### src/rtl/dct_pkg.sv
package dct_pkg;
  typedef enum logic [1:0] {
    EDGE_FALL = 2'b00,
    EDGE_RISE = 2'b01,
    EDGE_NONE = 2'b10,
    EDGE_BOTH = 2'b11
  } edge_sel_e;

  localparam logic [1:0] MODE_FREE   = 2'b01;
  localparam logic [2:0] CAPCTL_DUAL = 3'b101;

  localparam logic [2:0] ADDR_MODE   = 3'd0;
  localparam logic [2:0] ADDR_CAPCTL = 3'd1;
  localparam logic [2:0] ADDR_PRESC  = 3'd2;
  localparam logic [2:0] ADDR_CNT    = 3'd3;
  localparam logic [2:0] ADDR_CAP0   = 3'd4;
  localparam logic [2:0] ADDR_CAP1   = 3'd5;
endpackage

### src/rtl/dct_tick_gen.sv
module dct_tick_gen #(
  parameter int SEL_W = 2
) (
  input  logic             clk_i,
  input  logic             rst_ni,
  input  logic [SEL_W-1:0] sel_i,
  output logic             tick_o
);
  // each select step divides by 4 more
  localparam int DIV_W = 2 * ((1 << SEL_W) - 1);

  logic [DIV_W-1:0] div_q;
  logic [DIV_W-1:0] mask;

  always_ff @(posedge clk_i or negedge rst_ni) begin
    if (!rst_ni) div_q <= '0;
    else         div_q <= div_q + 1'b1;
  end

  assign mask   = ~({DIV_W{1'b1}} << (2 * sel_i));
  assign tick_o = ((div_q & mask) == '0);

  assert_fast_tick_R4: assert property (@(posedge clk_i) disable iff (!rst_ni)
    (sel_i == '0) |-> tick_o);
endmodule

### src/rtl/dct_pin_filter.sv
module dct_pin_filter import dct_pkg::*; #(
  parameter int SYNC_STAGES = 2
) (
  input  logic      clk_i,
  input  logic      rst_ni,
  input  logic      pin_i,
  input  logic      tick_i,
  input  logic [1:0] sel_i,
  output logic      edge_o
);
  logic [SYNC_STAGES-1:0] sync_q;
  logic                   smp;
  logic                   prev_q;
  logic                   lvl_q;
  logic                   accept;
  logic                   match;

  always_ff @(posedge clk_i or negedge rst_ni) begin
    if (!rst_ni) sync_q <= '0;
    else         sync_q <= {sync_q[SYNC_STAGES-2:0], pin_i};
  end

  assign smp = sync_q[SYNC_STAGES-1];

  // new level must match the previous tick sample
  assign accept = tick_i && (smp == prev_q) && (smp != lvl_q);

  always_ff @(posedge clk_i or negedge rst_ni) begin
    if (!rst_ni) begin
      prev_q <= 1'b0;
      lvl_q  <= 1'b0;
    end else if (tick_i) begin
      prev_q <= smp;
      if (accept) lvl_q <= smp;
    end
  end

  always_comb begin
    unique case (sel_i)
      EDGE_FALL: match = !smp;
      EDGE_RISE: match = smp;
      EDGE_BOTH: match = 1'b1;
      default:   match = 1'b0;
    endcase
  end

  assign edge_o = accept && match;

  assert_edge_on_tick_R8: assert property (@(posedge clk_i) disable iff (!rst_ni)
    edge_o |-> tick_i);
  assert_level_flips_R8: assert property (@(posedge clk_i) disable iff (!rst_ni)
    edge_o |=> (lvl_q != $past(lvl_q)));
  assert_reserved_silent_R7: assert property (@(posedge clk_i) disable iff (!rst_ni)
    (sel_i == EDGE_NONE) |-> !edge_o);
endmodule

### src/rtl/dual_capture_timer.sv
module dual_capture_timer import dct_pkg::*; #(
  parameter int CNT_W       = 16,
  parameter int DATA_W      = 16,
  parameter int ADDR_W      = 3,
  parameter int SEL_W       = 2,
  parameter int SYNC_STAGES = 2
) (
  input  logic              clk_i,
  input  logic              rst_ni,
  input  logic              wr_en_i,
  input  logic [ADDR_W-1:0] addr_i,
  input  logic [DATA_W-1:0] wdata_i,
  output logic [DATA_W-1:0] rdata_o,
  input  logic              sense0_i,
  input  logic              sense1_i,
  output logic              irq0_o,
  output logic              irq1_o
);
  localparam int NUM_CH = 2;

  logic [2:0]       mode_q;     // mode register bits [3:1]
  logic             ovf_q;
  logic [2:0]       capctl_q;
  logic [SEL_W-1:0] div_sel_q;
  logic [1:0]       edge_sel_q [NUM_CH];
  logic [CNT_W-1:0] cnt_q;
  logic [CNT_W-1:0] cap_q [NUM_CH];
  logic [NUM_CH-1:0] irq_q;
  logic [NUM_CH-1:0] pin_vec;
  logic [NUM_CH-1:0] pin_edge;
  logic [NUM_CH-1:0] cap_hit;
  logic             tick;
  logic             run;
  logic             cap_en;
  logic             wrap;
  logic             wr_mode, wr_capctl, wr_presc;
  logic             unused_wdata;

  assign unused_wdata = ^{wdata_i[DATA_W-1:8], wdata_i[3:2]};

  assign wr_mode   = wr_en_i && (addr_i == ADDR_MODE);
  assign wr_capctl = wr_en_i && (addr_i == ADDR_CAPCTL);
  assign wr_presc  = wr_en_i && (addr_i == ADDR_PRESC);

  assign run    = (mode_q[2:1] == MODE_FREE);
  assign cap_en = (capctl_q == CAPCTL_DUAL);
  assign wrap   = run && tick && (cnt_q == {CNT_W{1'b1}});

  always_ff @(posedge clk_i or negedge rst_ni) begin
    if (!rst_ni) begin
      mode_q    <= '0;
      capctl_q  <= '0;
      div_sel_q <= '0;
      for (int i = 0; i < NUM_CH; i++) edge_sel_q[i] <= '0;
    end else begin
      if (wr_mode)   mode_q   <= wdata_i[3:1];
      if (wr_capctl) capctl_q <= wdata_i[2:0];
      if (wr_presc) begin
        div_sel_q     <= wdata_i[SEL_W-1:0];
        edge_sel_q[0] <= wdata_i[5:4];
        edge_sel_q[1] <= wdata_i[7:6];
      end
    end
  end

  // set wins over a clearing write in the same cycle
  always_ff @(posedge clk_i or negedge rst_ni) begin
    if (!rst_ni)                      ovf_q <= 1'b0;
    else if (wrap)                    ovf_q <= 1'b1;
    else if (wr_mode && !wdata_i[0])  ovf_q <= 1'b0;
  end

  always_ff @(posedge clk_i or negedge rst_ni) begin
    if (!rst_ni)          cnt_q <= '0;
    else if (run && tick) cnt_q <= cnt_q + 1'b1;
  end

  dct_tick_gen #(.SEL_W(SEL_W)) u_tick (
    .clk_i  (clk_i),
    .rst_ni (rst_ni),
    .sel_i  (div_sel_q),
    .tick_o (tick)
  );

  assign pin_vec = {sense1_i, sense0_i};

  for (genvar p = 0; p < NUM_CH; p++) begin : g_pin
    dct_pin_filter #(.SYNC_STAGES(SYNC_STAGES)) u_filt (
      .clk_i  (clk_i),
      .rst_ni (rst_ni),
      .pin_i  (pin_vec[p]),
      .tick_i (tick),
      .sel_i  (edge_sel_q[p]),
      .edge_o (pin_edge[p])
    );
  end

  // crossed routing: register k is fed by the opposite pin
  for (genvar k = 0; k < NUM_CH; k++) begin : g_cap
    assign cap_hit[k] = cap_en && pin_edge[NUM_CH-1-k];

    always_ff @(posedge clk_i or negedge rst_ni) begin
      if (!rst_ni) begin
        cap_q[k] <= '0;
        irq_q[k] <= 1'b0;
      end else begin
        irq_q[k] <= cap_hit[k];
        if (cap_hit[k]) cap_q[k] <= cnt_q;
      end
    end

    assert_cap_value_R5_R6: assert property (@(posedge clk_i) disable iff (!rst_ni)
      irq_q[k] |-> (cap_q[k] == $past(cnt_q)));
    assert_cap_gated_R9: assert property (@(posedge clk_i) disable iff (!rst_ni)
      irq_q[k] |-> $past(cap_en));
    assert_cap_hold_R11: assert property (@(posedge clk_i) disable iff (!rst_ni)
      !irq_q[k] |-> (cap_q[k] == $past(cap_q[k])));
  end

  assign irq0_o = irq_q[0];
  assign irq1_o = irq_q[1];

  always_comb begin
    rdata_o = '0;
    unique case (addr_i)
      ADDR_MODE:   rdata_o[3:0]       = {mode_q, ovf_q};
      ADDR_CAPCTL: rdata_o[2:0]       = capctl_q;
      ADDR_PRESC:  rdata_o[7:0]       = {edge_sel_q[1], edge_sel_q[0], 2'b00, div_sel_q};
      ADDR_CNT:    rdata_o[CNT_W-1:0] = cnt_q;
      ADDR_CAP0:   rdata_o[CNT_W-1:0] = cap_q[0];
      ADDR_CAP1:   rdata_o[CNT_W-1:0] = cap_q[1];
      default:     rdata_o            = '0;
    endcase
  end

  assert_count_step_R2: assert property (@(posedge clk_i) disable iff (!rst_ni)
    (run && tick) |=> (cnt_q == $past(cnt_q) + 1'b1));
  assert_count_hold_R2: assert property (@(posedge clk_i) disable iff (!rst_ni)
    !(run && tick) |=> $stable(cnt_q));
  assert_no_overflow_loss_R3: assert property (@(posedge clk_i) disable iff (!rst_ni)
    wrap |=> ovf_q);
endmodule

### config.mk
export PLATFORM = sky130hd
export DESIGN_NAME = dual_capture_timer
export DESIGN_NICKNAME = d
export VERILOG_FILES = /design/src/rtl/dct_pkg.sv /design/src/rtl/dct_tick_gen.sv /design/src/rtl/dct_pin_filter.sv /design/src/rtl/dual_capture_timer.sv
export SDC_FILE = /design/constraint.sdc
export NUM_CORES = 1
export LEC_CHECK = 0
export BUFFER_PORTS_ARGS = -buffer_cell sky130_fd_sc_hd__buf_2
export CAP_MARGIN = 20
export CORE_MARGIN = 3
export CORE_UTILIZATION = 40
export CTS_CLUSTER_DIAMETER = 50
export DETAILED_ROUTE_END_ITERATION = 8
export PLACE_DENSITY_LB_ADDON = 0.08
export SLEW_MARGIN = 20
export SYNTH_ARGS = -nofsm -noshare
export SYNTH_HDL_FRONTEND = slang
export SYNTH_SLANG_ARGS = --single-unit
export TNS_END_PERCENT = 20
### constraint.sdc
create_clock -name clk_i -period 2.4 [get_ports clk_i]
set_input_delay 0.72 -clock clk_i [delete_from_list [all_inputs] [get_ports clk_i]]
set_output_delay 0.72 -clock clk_i [all_outputs]
set_load 0.1 [all_outputs]
==> qor.yml <==
global_route:
  antenna_found_initial: 0
  grt.overflow.total: 0
  grt_pass1_vias: 2551
  grt_first_pass_wirelength_mm: 13.4
  grt_max_degree: 33
  grt_use_total_pct: 17.3
detailed_routing:
  dr.pass1.iters: 5
  post_drt_wl_per_cell_um: 16.9
  vias_per_cell: 5.38
  first_iter_violations: 98
  routed.top_layer: "met4"
  wl_met2_mm: 3.66
  dr_wl_met3_um: 330
  num_vias: 2465
  ant_nets: 0
  wirelength_mm: 7.76
  drc_errors: 0
  drt-met1-wl_mm: 3.72
logic_synthesis:
  synth_area_mm2: 0.00359
  synth_area_leaders: "dfrtp_1, mux2_2, mux2i_1"
  yosysTopAreaCell: "dfrtp_1"
  ys_warn_count: 0
  ys_seq_area_share_pct: 53.6
  avgSynthCellArea_um2: 12.6
  yosysUniqueCellTypes: 42
  postSynthCellCount: 286
  async_reset_ff_share_pct: 100
  synth_edf_count: 0
  ys_ff_latch: 77
  synth_flop_cell: "dfrtp_1"
  syn-num-nets: 312
  synth_top_area_share_pct: 53.6
critical_path:
  startpoint_type: "primary input"
  crit_slowest_cell: "mux4_2"
  end_kind: "primary output"
  worst_path_most_repeated_cell: "buf_12"
  arrival_ns: 1.67
  crit_chain: "buf_12, mux4_2, inv_2, o32ai_4, buf_12"
  critPathMaxFanout: 8
  cp_slowest_stage_delay_ns: 0.50
  critPathKind: "primary input to primary output"
  cp.required_ns: 1.68
power_and_ir_drop:
  report.power.total_mw: 3.45
  p_leak_nw: 2.23
  irDropWorstVdd_mv: 0.345
  powerDensity_mw_per_mm2: 705
sta:
  slew_headroom_pct: 55.2
  timing.fmax_mhz: 419
  fin_skew_ns: 0.00965
  hold_ws_ns: 0.265
  final-max-slew-violation-count: 0
  finalCritPeriodShare_pct: 99.4
  setup_viol_count_final: 0
  hold_viol: 0
  period_minus_slack_ns: 2.39
  worstMarginPinSlew_ns: 0.671
  grt_setup_unrepaired: "true"
outcome:
  status: "finished, final reports clean"
min_path:
  holdCritPathClass: "primary input to asynchronous set/reset pin"
finish:
  final_cell_mix: "dfrtp_1, mux2_2, buf_4, buf_12, xor2_1"
  nFillCells: 671
  syn_to_final_growth_pct: 36.3
  num_antenna_cells: 0
  drive_above_1_share_pct: 47.6
  finalInstanceArea_mm2: 0.00489
  final_common_cell: "dfrtp_1"
  fin_nets: 374
die:
  die_w_um: 101
  start_util_pct: 42.4
  ioPinCount: 42
  die_h_um: 101
  rows: 33
  design.die.area_mm2: 0.0102
  coreArea_mm2: 0.00846
placed_design:
  port_buffers: 33
  hpwlAfterDp_mm: 5.36
  dpl_cell_area_mm2: 0.00449
  globalplace.congestion: 0.778
cts:
  cts.sinks: 77
  cts_buffers: 9
  htreeDepth: 3
  clk_pin_slew_worst_paths_ns: 0.08
  clkLatencyLatePin_ns: 0.34
  cts_tree: "built"
  cts_buffer_depth: 2
  root_buffer: "clkbuf_8"
job:
  drv_cap: 0
synth_stat cells, types with 3 or more instances:
library cell  count
a22oi_1           3
mux2_2           44
nand4_1           3
nand3_1           5
o22ai_1           4
nor2_1            9
nor2b_1           3
nand2_1          19
a21oi_1           3
xnor2_1           4
xor2_1           16
inv_1             7
nor4b_1           5
dfrtp_1          77
buf_1             3
nand2b_1          4
nor3b_1           3
o21ai_0          16
mux2i_1          14
clkbuf_1          6
nor3_1            5
cell families after synthesis:
| family | after synthesis | share of synthesized area (%) |
|---|---|---|
| AOI/OAI and AO/OA | 39 | 8.19 |
| xor gates and xnor gates | 20 | 4.88 |
| adders and majority gates | 2 | 0.697 |
| buffers and inverters | 18 | 2.30 |
| DFF | 77 | 53.6 |
| muxes | 62 | 19.6 |
| and+or+nand+nor | 68 | 10.7 |
state kept, by name (all words and copies together) (netlist names):
register / flops
g_pin.u_filt.prev_q: 2
capctl_q: 3
u_tick.div_q: 6
cnt_q: 16
mode_q: 3
g_pin.u_filt.sync_q: 4
irq1_o: 1
div_sel_q: 2
g_pin.u_filt.lvl_q: 2
ovf_q: 1
cap_q: 32
edge_sel_q: 4
irq0_o: 1
metrics by stage:
step,instances,setup TNS (ns),setup WS [ns],utilization [%]
floorplan,286,-0.997,-0.104,-
global placement,441,-2.72,-0.270,53.1
detailed placement,441,-2.79,-0.277,53.1
CTS,458,-0.0429,-0.0119,56.9
global route,458,-0.0468,-0.0297,57.8
finish,458,0,0.0138,57.8
where the power goes:
part | switching [mW] | leakage (nW) | internal [mW] | total, mW
combinational | 0.475 | 1.11 | 0.380 | 0.855
sequential | 0.129 | 1.01 | 1.44 | 1.57
clock | 0.461 | 0.106 | 0.565 | 1.03
critical path, delay by kind of cell:
kind	cells	cell delay [ns]
compound gates	1	0.08
buf+inv	3	0.36
mux	1	0.50
metal layers:
metal / vias up / global-route usage, %
met5: - / 0
li1: 1168 / -
met3: 5 / 5.47
met1: 1246 / 24.6
met4: 0 / 4.46
met2: 46 / 25.4
layout make-up:
class | count | area, um2 | share of cell area [%]
Clock buffer | 13 | 169 | 3.45
Clock inverter | 3 | 42.5 | 0.869
Inverter | 7 | 26.3 | 0.537
Multi-Input combinational cell | 191 | 1880 | 38.5
Sequential cell | 77 | 1930 | 39.4
Tap cell | 105 | 131 | 2.68
Timing Repair Buffer | 62 | 716 | 14.6
worst paths after layout:
kind | startpoint | to | slack [ns] | cells past startpoint
min reg2reg | g_pin[1].u_filt.sync_q[0] | g_pin[1].u_filt.sync_q[1] | 0.35 | 0
min in group clk_i | g_pin[1].u_filt.sync_q[0] | g_pin[1].u_filt.sync_q[1] | 0.35 | 0
max in group asynchronous | rst_ni | cnt_q[11] | 1.52 | 2
max | addr_i[0] | rdata_o[2] | 0.01 | 5
min | rst_ni | g_pin[0].u_filt.sync_q[0] | 0.26 | 1
max reg2reg | u_tick.div_q[0] | cap_q[12] | 0.26 | 5
timing repair:
item,4_1_cts,5_1_grt
resized for setup,29,21
cloned,1,0
pin swaps,1,4
endpoints found under the setup margin,16,16
endpoints found under the hold margin,0,0
hold buffers,0,0
setup buffers,0,0
No activity file was read; power rests on OpenSTA's default activity.
